## src/rtl/dmon_cal_pkg.sv

```systemverilog
// Package: shared constants and helpers for the diagnostic calibrator.
// Assumes threshold levels alternate high/low starting with a high level.
package dmon_cal_pkg;
    localparam int unsigned LVL_HI_ALARM = 0;
    localparam int unsigned LVL_LO_ALARM = 1;
    localparam int unsigned LVL_HI_WARN  = 2;
    localparam int unsigned LVL_LO_WARN  = 3;

    // True for levels that flag on results above the threshold.
    function automatic bit level_is_upper(input int unsigned lvl);
        return (lvl % 2) == 0;
    endfunction
endpackage

```

## src/rtl/dmon_cal_scale.sv

```systemverilog
// Module: first pipeline stage. It multiplies the reading by the channel
// gain, drops the fraction bits with floor rounding and adds the offset.
// Assumes the calibration buses are stable while the sample is captured.
module dmon_cal_scale #(
    parameter int DATA_W    = 16,
    parameter int FRAC_W    = 8,
    parameter int NUM_CH    = 4,
    parameter int SIGNED_CH = 0,
    localparam int CH_W     = $clog2(NUM_CH),
    localparam int ACC_W    = 2 * DATA_W + 2
) (
    input  logic                     clk,
    input  logic                     rst_n,
    input  logic                     ident_mode,
    input  logic [NUM_CH*DATA_W-1:0] cal_gain,
    input  logic [NUM_CH*DATA_W-1:0] cal_offset,
    input  logic                     in_valid,
    input  logic [CH_W-1:0]          in_chan,
    input  logic [DATA_W-1:0]        in_raw,
    output logic                     s1_valid,
    output logic [CH_W-1:0]          s1_chan,
    output logic signed [ACC_W-1:0]  s1_acc
);
    localparam logic [DATA_W-1:0] UNITY = DATA_W'(1) << FRAC_W;

    logic [DATA_W-1:0]        gain_sel;
    logic [DATA_W-1:0]        offs_sel;
    logic signed [DATA_W:0]   raw_ext;
    logic signed [ACC_W-1:0]  product;
    logic signed [ACC_W-1:0]  acc_next;

    // Pick the channel constants, or unity and zero in identity mode.
    always_comb begin
        gain_sel = cal_gain[int'(in_chan)*DATA_W +: DATA_W];
        offs_sel = cal_offset[int'(in_chan)*DATA_W +: DATA_W];
        if (ident_mode) begin
            gain_sel = UNITY;
            offs_sel = '0;
        end
    end

    // Extend the reading as signed for the signed channel, unsigned otherwise.
    always_comb begin
        if (int'(in_chan) == SIGNED_CH) raw_ext = {in_raw[DATA_W-1], in_raw};
        else                            raw_ext = {1'b0, in_raw};
    end

    // Multiply, floor-shift and add the sign-extended offset.
    always_comb begin
        product  = $signed({1'b0, gain_sel}) * raw_ext;
        acc_next = (product >>> FRAC_W)
                 + ACC_W'($signed(offs_sel));
    end

    // Stage register for the accumulated value and its tag.
    always_ff @(posedge clk) begin
        if (!rst_n) begin
            s1_valid <= 1'b0;
            s1_chan  <= '0;
            s1_acc   <= '0;
        end else begin
            s1_valid <= in_valid;
            s1_chan  <= in_chan;
            s1_acc   <= acc_next;
        end
    end

    AST_STAGE_FOLLOWS_INPUT: assert property (@(posedge clk) disable iff (!rst_n)
        s1_valid |-> $past(in_valid)) else $error("stage valid without input");
endmodule

```

## src/rtl/dmon_cal_clamp.sv

```systemverilog
// Module: saturates a wide signed accumulator to a DATA_W-bit word, using a
// signed or unsigned range as selected. Purely combinational.
module dmon_cal_clamp #(
    parameter int DATA_W = 16,
    parameter int ACC_W  = 34
) (
    input  logic signed [ACC_W-1:0] acc,
    input  logic                    is_signed,
    output logic [DATA_W-1:0]       word
);
    localparam logic signed [ACC_W-1:0] S_MAX = ACC_W'((64'sd1 <<< (DATA_W-1)) - 1);
    localparam logic signed [ACC_W-1:0] S_MIN = -ACC_W'(64'sd1 <<< (DATA_W-1));
    localparam logic signed [ACC_W-1:0] U_MAX = ACC_W'((64'sd1 <<< DATA_W) - 1);

    // Clamp into the selected range, passing in-range values through.
    always_comb begin
        word = acc[DATA_W-1:0];
        if (is_signed) begin
            if (acc > S_MAX)      word = {1'b0, {(DATA_W-1){1'b1}}};
            else if (acc < S_MIN) word = {1'b1, {(DATA_W-1){1'b0}}};
        end else begin
            if (acc < 0)          word = '0;
            else if (acc > U_MAX) word = '1;
        end
    end
endmodule

```

## src/rtl/dmon_cal_check.sv

```systemverilog
// Module: one threshold comparator. An upper level flags when the value is
// strictly above the threshold, a lower level when strictly below.
module dmon_cal_check #(
    parameter int DATA_W = 16
) (
    input  logic [DATA_W-1:0] value,
    input  logic [DATA_W-1:0] limit,
    input  logic              is_signed,
    input  logic              is_upper,
    output logic              hit
);
    logic gt, lt;

    // Strict ordering in the selected number format.
    always_comb begin
        if (is_signed) begin
            gt = $signed(value) > $signed(limit);
            lt = $signed(value) < $signed(limit);
        end else begin
            gt = value > limit;
            lt = value < limit;
        end
        hit = is_upper ? gt : lt;
    end
endmodule

```

## src/rtl/dmon_calibrator.sv

```systemverilog
// Module: top of the diagnostic calibrator. Two stages: scale in the first,
// clamp and threshold compare in the second. Assumes the calibration buses
// stay stable while a sample is in flight.
module dmon_calibrator #(
    parameter int DATA_W    = 16,
    parameter int FRAC_W    = 8,
    parameter int NUM_CH    = 4,
    parameter int NUM_LVL   = 4,
    parameter int SIGNED_CH = 0,
    localparam int CH_W     = $clog2(NUM_CH)
) (
    input  logic                             clk,
    input  logic                             rst_n,
    input  logic                             ident_mode,
    input  logic [NUM_CH*DATA_W-1:0]         cal_gain,
    input  logic [NUM_CH*DATA_W-1:0]         cal_offset,
    input  logic [NUM_CH*NUM_LVL*DATA_W-1:0] cal_limit,
    input  logic                             in_valid,
    input  logic [CH_W-1:0]                  in_chan,
    input  logic [DATA_W-1:0]                in_raw,
    output logic                             out_valid,
    output logic [CH_W-1:0]                  out_chan,
    output logic [DATA_W-1:0]                out_word,
    output logic [NUM_LVL-1:0]               out_flags
);
    import dmon_cal_pkg::*;

    localparam int ACC_W = 2 * DATA_W + 2;

    logic                    s1_valid;
    logic [CH_W-1:0]         s1_chan;
    logic signed [ACC_W-1:0] s1_acc;
    logic [DATA_W-1:0]       sat_word;
    logic                    s1_signed;
    logic [NUM_LVL-1:0]      hits;

    dmon_cal_scale #(
        .DATA_W(DATA_W), .FRAC_W(FRAC_W), .NUM_CH(NUM_CH), .SIGNED_CH(SIGNED_CH)
    ) scale_i (
        .clk(clk), .rst_n(rst_n), .ident_mode(ident_mode),
        .cal_gain(cal_gain), .cal_offset(cal_offset),
        .in_valid(in_valid), .in_chan(in_chan), .in_raw(in_raw),
        .s1_valid(s1_valid), .s1_chan(s1_chan), .s1_acc(s1_acc)
    );

    assign s1_signed = (int'(s1_chan) == SIGNED_CH);

    dmon_cal_clamp #(.DATA_W(DATA_W), .ACC_W(ACC_W)) clamp_i (
        .acc(s1_acc), .is_signed(s1_signed), .word(sat_word)
    );

    for (genvar l = 0; l < NUM_LVL; l++) begin : g_level
        dmon_cal_check #(.DATA_W(DATA_W)) check_i (
            .value(sat_word),
            .limit(cal_limit[(int'(s1_chan)*NUM_LVL + l)*DATA_W +: DATA_W]),
            .is_signed(s1_signed),
            .is_upper(level_is_upper(l)),
            .hit(hits[l])
        );
    end

    // Output register: word, tag and flags, with flags quiet when idle.
    always_ff @(posedge clk) begin
        if (!rst_n) begin
            out_valid <= 1'b0;
            out_chan  <= '0;
            out_word  <= '0;
            out_flags <= '0;
        end else begin
            out_valid <= s1_valid;
            out_chan  <= s1_chan;
            out_word  <= sat_word;
            out_flags <= s1_valid ? hits : '0;
        end
    end

    AST_OUT_FOLLOWS_STAGE: assert property (@(posedge clk) disable iff (!rst_n)
        out_valid |-> ($past(s1_valid) && out_chan == $past(s1_chan))) else $error("tag mismatch");
    AST_IDENT_PASSTHRU: assert property (@(posedge clk) disable iff (!rst_n)
        (in_valid && ident_mode) |-> ##2 (out_word == $past(in_raw, 2))) else $error("identity broken");
    AST_FLAGS_QUIET: assert property (@(posedge clk) disable iff (!rst_n)
        !out_valid |-> (out_flags == '0)) else $error("flags while idle");
    AST_SIGNED_CLAMP: assert property (@(posedge clk) disable iff (!rst_n)
        (s1_valid && s1_signed && s1_acc > 0) |=> !out_word[DATA_W-1]) else $error("signed wrap");
endmodule

```

## config.mk

```make
export PLATFORM = sky130hd
export DESIGN_NAME = dmon_calibrator
export DESIGN_NICKNAME = d
export VERILOG_FILES = /design/src/rtl/dmon_cal_pkg.sv /design/src/rtl/dmon_cal_scale.sv /design/src/rtl/dmon_cal_clamp.sv /design/src/rtl/dmon_cal_check.sv /design/src/rtl/dmon_calibrator.sv
export SDC_FILE = /design/constraint.sdc
export NUM_CORES = 1
export LEC_CHECK = 0
export ABC_AREA = 0
export BUFFER_PORTS_ARGS = -buffer_cell sky130_fd_sc_hd__buf_2
export CAP_MARGIN = 10
export CORE_MARGIN = 5
export CORE_UTILIZATION = 40
export DETAILED_ROUTE_END_ITERATION = 7
export PLACE_DENSITY = 0.66
export SLEW_MARGIN = 20
export SYNTH_ARGS = -nofsm -noshare
export SYNTH_HDL_FRONTEND = slang
export SYNTH_SLANG_ARGS = --single-unit
```

## constraint.sdc

```tcl
create_clock -name clk -period 10.25 [get_ports clk]
set_input_delay 1.025 -clock clk [delete_from_list [all_inputs] [get_ports clk]]
set_output_delay 1.025 -clock clk [all_outputs]
set_load 0.02 [all_outputs]
```

==> impl_metrics.tcl <==
set metrics [dict create \
    syn_to_final_growth_pct 17.59 \
    cts_tree "yes" \
    start_util_pct 40.69 \
    crit_path_frequent_cell "fa_1" \
    worstHoldStart "scale_i.s1_valid$_SDFF_PN0_" \
    cpPeakStageDelay_ps 860 \
    synth_top_area_share_pct 25.76 \
    period_needed_ps 9495 \
    drc 0 \
    drive_gt1_share_pct 26.45 \
    wl_met2_um 28090 \
    cts_resized 0 \
    dp_cells 2687 \
    setup_viol 0 \
    critPathMaxFanout 13 \
    clock_sinks 53 \
    grt_pass1_vias 14971 \
    synth_seq_cells 53 \
    timing.rr.end "out_flags[2]$_SDFF_PN0_" \
    max_cap_violations 0 \
    fin_cells 2697 \
    grt_max_degree 70 \
    dieArea_um2 44740 \
    port-buffer-count 428 \
    max_slew_margin_pct 25.83 \
    grt_overflow 0 \
    min_to "out_valid$_SDFF_PN0_" \
    rsz0062_at_grt "false" \
    synth_area_per_cell_um2 9.120 \
    post_cts_buffers 0 \
    final_hold_viol_count 0 \
    fillers 3862 \
    first_pass_iters 6 \
    fp.coreArea_um2 39910 \
    synth-seq-area-share_pct 6.532 \
    skew_ps 4.110 \
    clkLatencyLatePin_ps 290 \
    clockRootBuffer "clkbuf_16" \
    num_rows 73 \
    drt_wl_total_um 54310 \
    endpoint_kind "flip-flop" \
    rrSetupSlack_ps 5710 \
    synth_cell_types 65 \
    ys_warn_count 0 \
    slowest_stage "nor2b_1" \
    period_share_pct 92.64 \
    min_path_cells 2 \
    ir_drop_mv 0.3596 \
    async_flop_share_pct 0 \
    grt_usage_pct 23.70 \
    worstMarginPinSlew_ps 1110 \
    wl_per_cell_um 20.14 \
    tns_ps 0 \
    routed-wl-met3_um 2994 \
    synthesis.nets 2606 \
    die_w_um 211.5 \
    numCtsBuffers 5 \
    grt_pass1_wl_um 83840 \
    clockBufferDepth 2 \
    hp-class "flip-flop to flip-flop" \
    status "complete, no violations" \
    ys.flop_type "dfxtp_1" \
    routed.top_layer "met4" \
    cp.required_ps 10440 \
    cts_hold_buffers 0 \
    r2r-start "scale_i.s1_chan[1]$_SDFF_PN0_" \
    syn_inst 1781 \
    drtIter0Drc 934 \
    final_util_pct 47.85 \
    power.leakage_nw 9.995 \
    arrival_ps 9690 \
    place_hpwl_um 47270 \
    synth_edf_count 0 \
    reg2reg_depth 14 \
    wl_met1_um 22090 \
    htree_num_levels 2 \
    boundaryPins 429 \
    antenna_found_initial 8 \
    worstSetupPathType "input port to flip-flop" \
    vias_per_cell 5.233 \
    netlist_area_um2 16240 \
    vias 14113 \
    fin_nets 2994 \
    fp.dieH_um 211.5 \
    place_congestion 0.9181 \
    slew_viol_final 0 \
    path_clk_slew_ps 70 \
    powerDensity_nw_per_um2 287.7 \
    max_freq_ghz 0.1053 \
    yosys.area.top_type "fa_1" \
    startpoint_type "input port" \
    yosys-top-cells-area "fa_1 26%, ha_1 16%, mux4_2 13%" \
    postRouteAntennaNets 0 \
]
-- cells by family (layout without fill, tap and decap cells) --
family                     Yosys count  after routing  synth area share [%]
other                                0              2                     0
adders and majority gates          419            419                 41.93
xor gates and xnor gates            44             44                 2.373
AOI/OAI and AO/OA                  201            201                 8.396
DFF                                 53             53                 6.532
muxes                               98             98                 13.36
and+or+nand+nor                    506            506                 16.65
buffers and inverters              460            849                 10.75
-- layer usage --
metal | track usage, % | vias to the layer above
met5 | 0 | -
met4 | 4.598 | 0
met3 | 2.401 | 46
met2 | 43.69 | 473
met1 | 30.31 | 7035
li1 | - | 6559
-- area by class of cell --
class / instances / area [um^2] / share of cell area, %
multi-input combinational: 1268 / 13450 / 70.40
timing repair buffer: 451 / 2315 / 12.12
inverter: 390 / 1464 / 7.665
sequential: 53 / 1066 / 5.581
tap: 525 / 656.9 / 3.439
clock buffer: 5 / 125.1 / 0.6551
clock inverter: 3 / 21.27 / 0.1114
antenna: 2 / 5.005 / 0.02620
-- synthesized netlist by cell type, drive strengths merged (7+ instances only) --
cell type,number
clkbuf,61
nand2b,18
nand2,142
nand4,19
nor3,10
nor2,42
xor2,15
xnor2,29
and3,7
o21a,10
dfxtp,53
mux4,95
inv,390
o21ai,38
a21oi,56
o211ai,9
a2111oi,7
ha,210
a31oi,9
fa,209
nand3,12
nor2b,42
buf,9
and2,187
a21o,37
-- cells in the final DEF, fill, tap and decap left out, drive strengths merged, types with 10 or more instances in the layout --
cell type | Yosys | final
buf | 9 | 451
inv | 390 | 391
ha | 210 | 210
fa | 209 | 209
and2 | 187 | 187
nand2 | 142 | 142
mux4 | 95 | 95
a21oi | 56 | 56
dfxtp | 53 | 53
nor2 | 42 | 42
nor2b | 42 | 42
o21ai | 38 | 38
a21o | 37 | 37
xnor2 | 29 | 29
nand4 | 19 | 19
nand2b | 18 | 18
xor2 | 15 | 15
nand3 | 12 | 12
nor3 | 10 | 10
o21a | 10 | 10
-- per-stage QoR --
step | area [um^2] | power [mW] | hold WS (ps) | setup WS (ps)
6_report | 19100 | 5.495 | 632.6 | 754.7
5_1_grt | 19100 | 6.228 | 693.6 | 165.8
4_1_cts | 19090 | 5.507 | 648.8 | 647.3
3_5_place_dp | 18950 | 5.299 | 624.1 | 337.5
3_3_place_gp | 18940 | 5.193 | 609.5 | 560.8
2_1_floorplan | 16240 | 4.224 | 451.2 | 1058
-- power by group --
group	total, mW	switching, mW	internal, mW
Clock	0.169	0.0778	0.0910
Sequential	0.313	0.0214	0.291
Combinational	5.01	2.81	2.21
Total	5.50	2.91	2.59
-- critical path, delay by kind of cell --
family	cells	cell delay, ps
adders and majority gates	8	3540
muxes	1	300
and+or+nand+nor	4	1360
buffers and inverters	5	600
AOI/OAI and AO/OA	12	2570
xor gates and xnor gates	2	260
-- registers in the layout (all words and copies together) (netlist names) --
name,cells
out_chan,2
out_flags,4
out_valid,1
out_word,16
scale_i.s1_acc,27
scale_i.s1_chan,2
scale_i.s1_valid,1
-- worst max-delay path by stage --
stage,slack (ps),to,startpoint,depth (start not counted)
after floorplan,1060,scale_i.s1_acc[32]$_SDFF_PN0_,in_chan[0],35
after global placement,560,scale_i.s1_acc[25]$_SDFF_PN0_,in_chan[0],32
after detailed placement,340,scale_i.s1_acc[25]$_SDFF_PN0_,in_chan[0],32
after CTS,650,scale_i.s1_acc[25]$_SDFF_PN0_,in_chan[0],32
after global routing,170,scale_i.s1_acc[32]$_SDFF_PN0_,in_chan[0],35
final,750,scale_i.s1_acc[25]$_SDFF_PN0_,in_chan[0],32
Note: power is estimated with default switching activity, not from simulation.
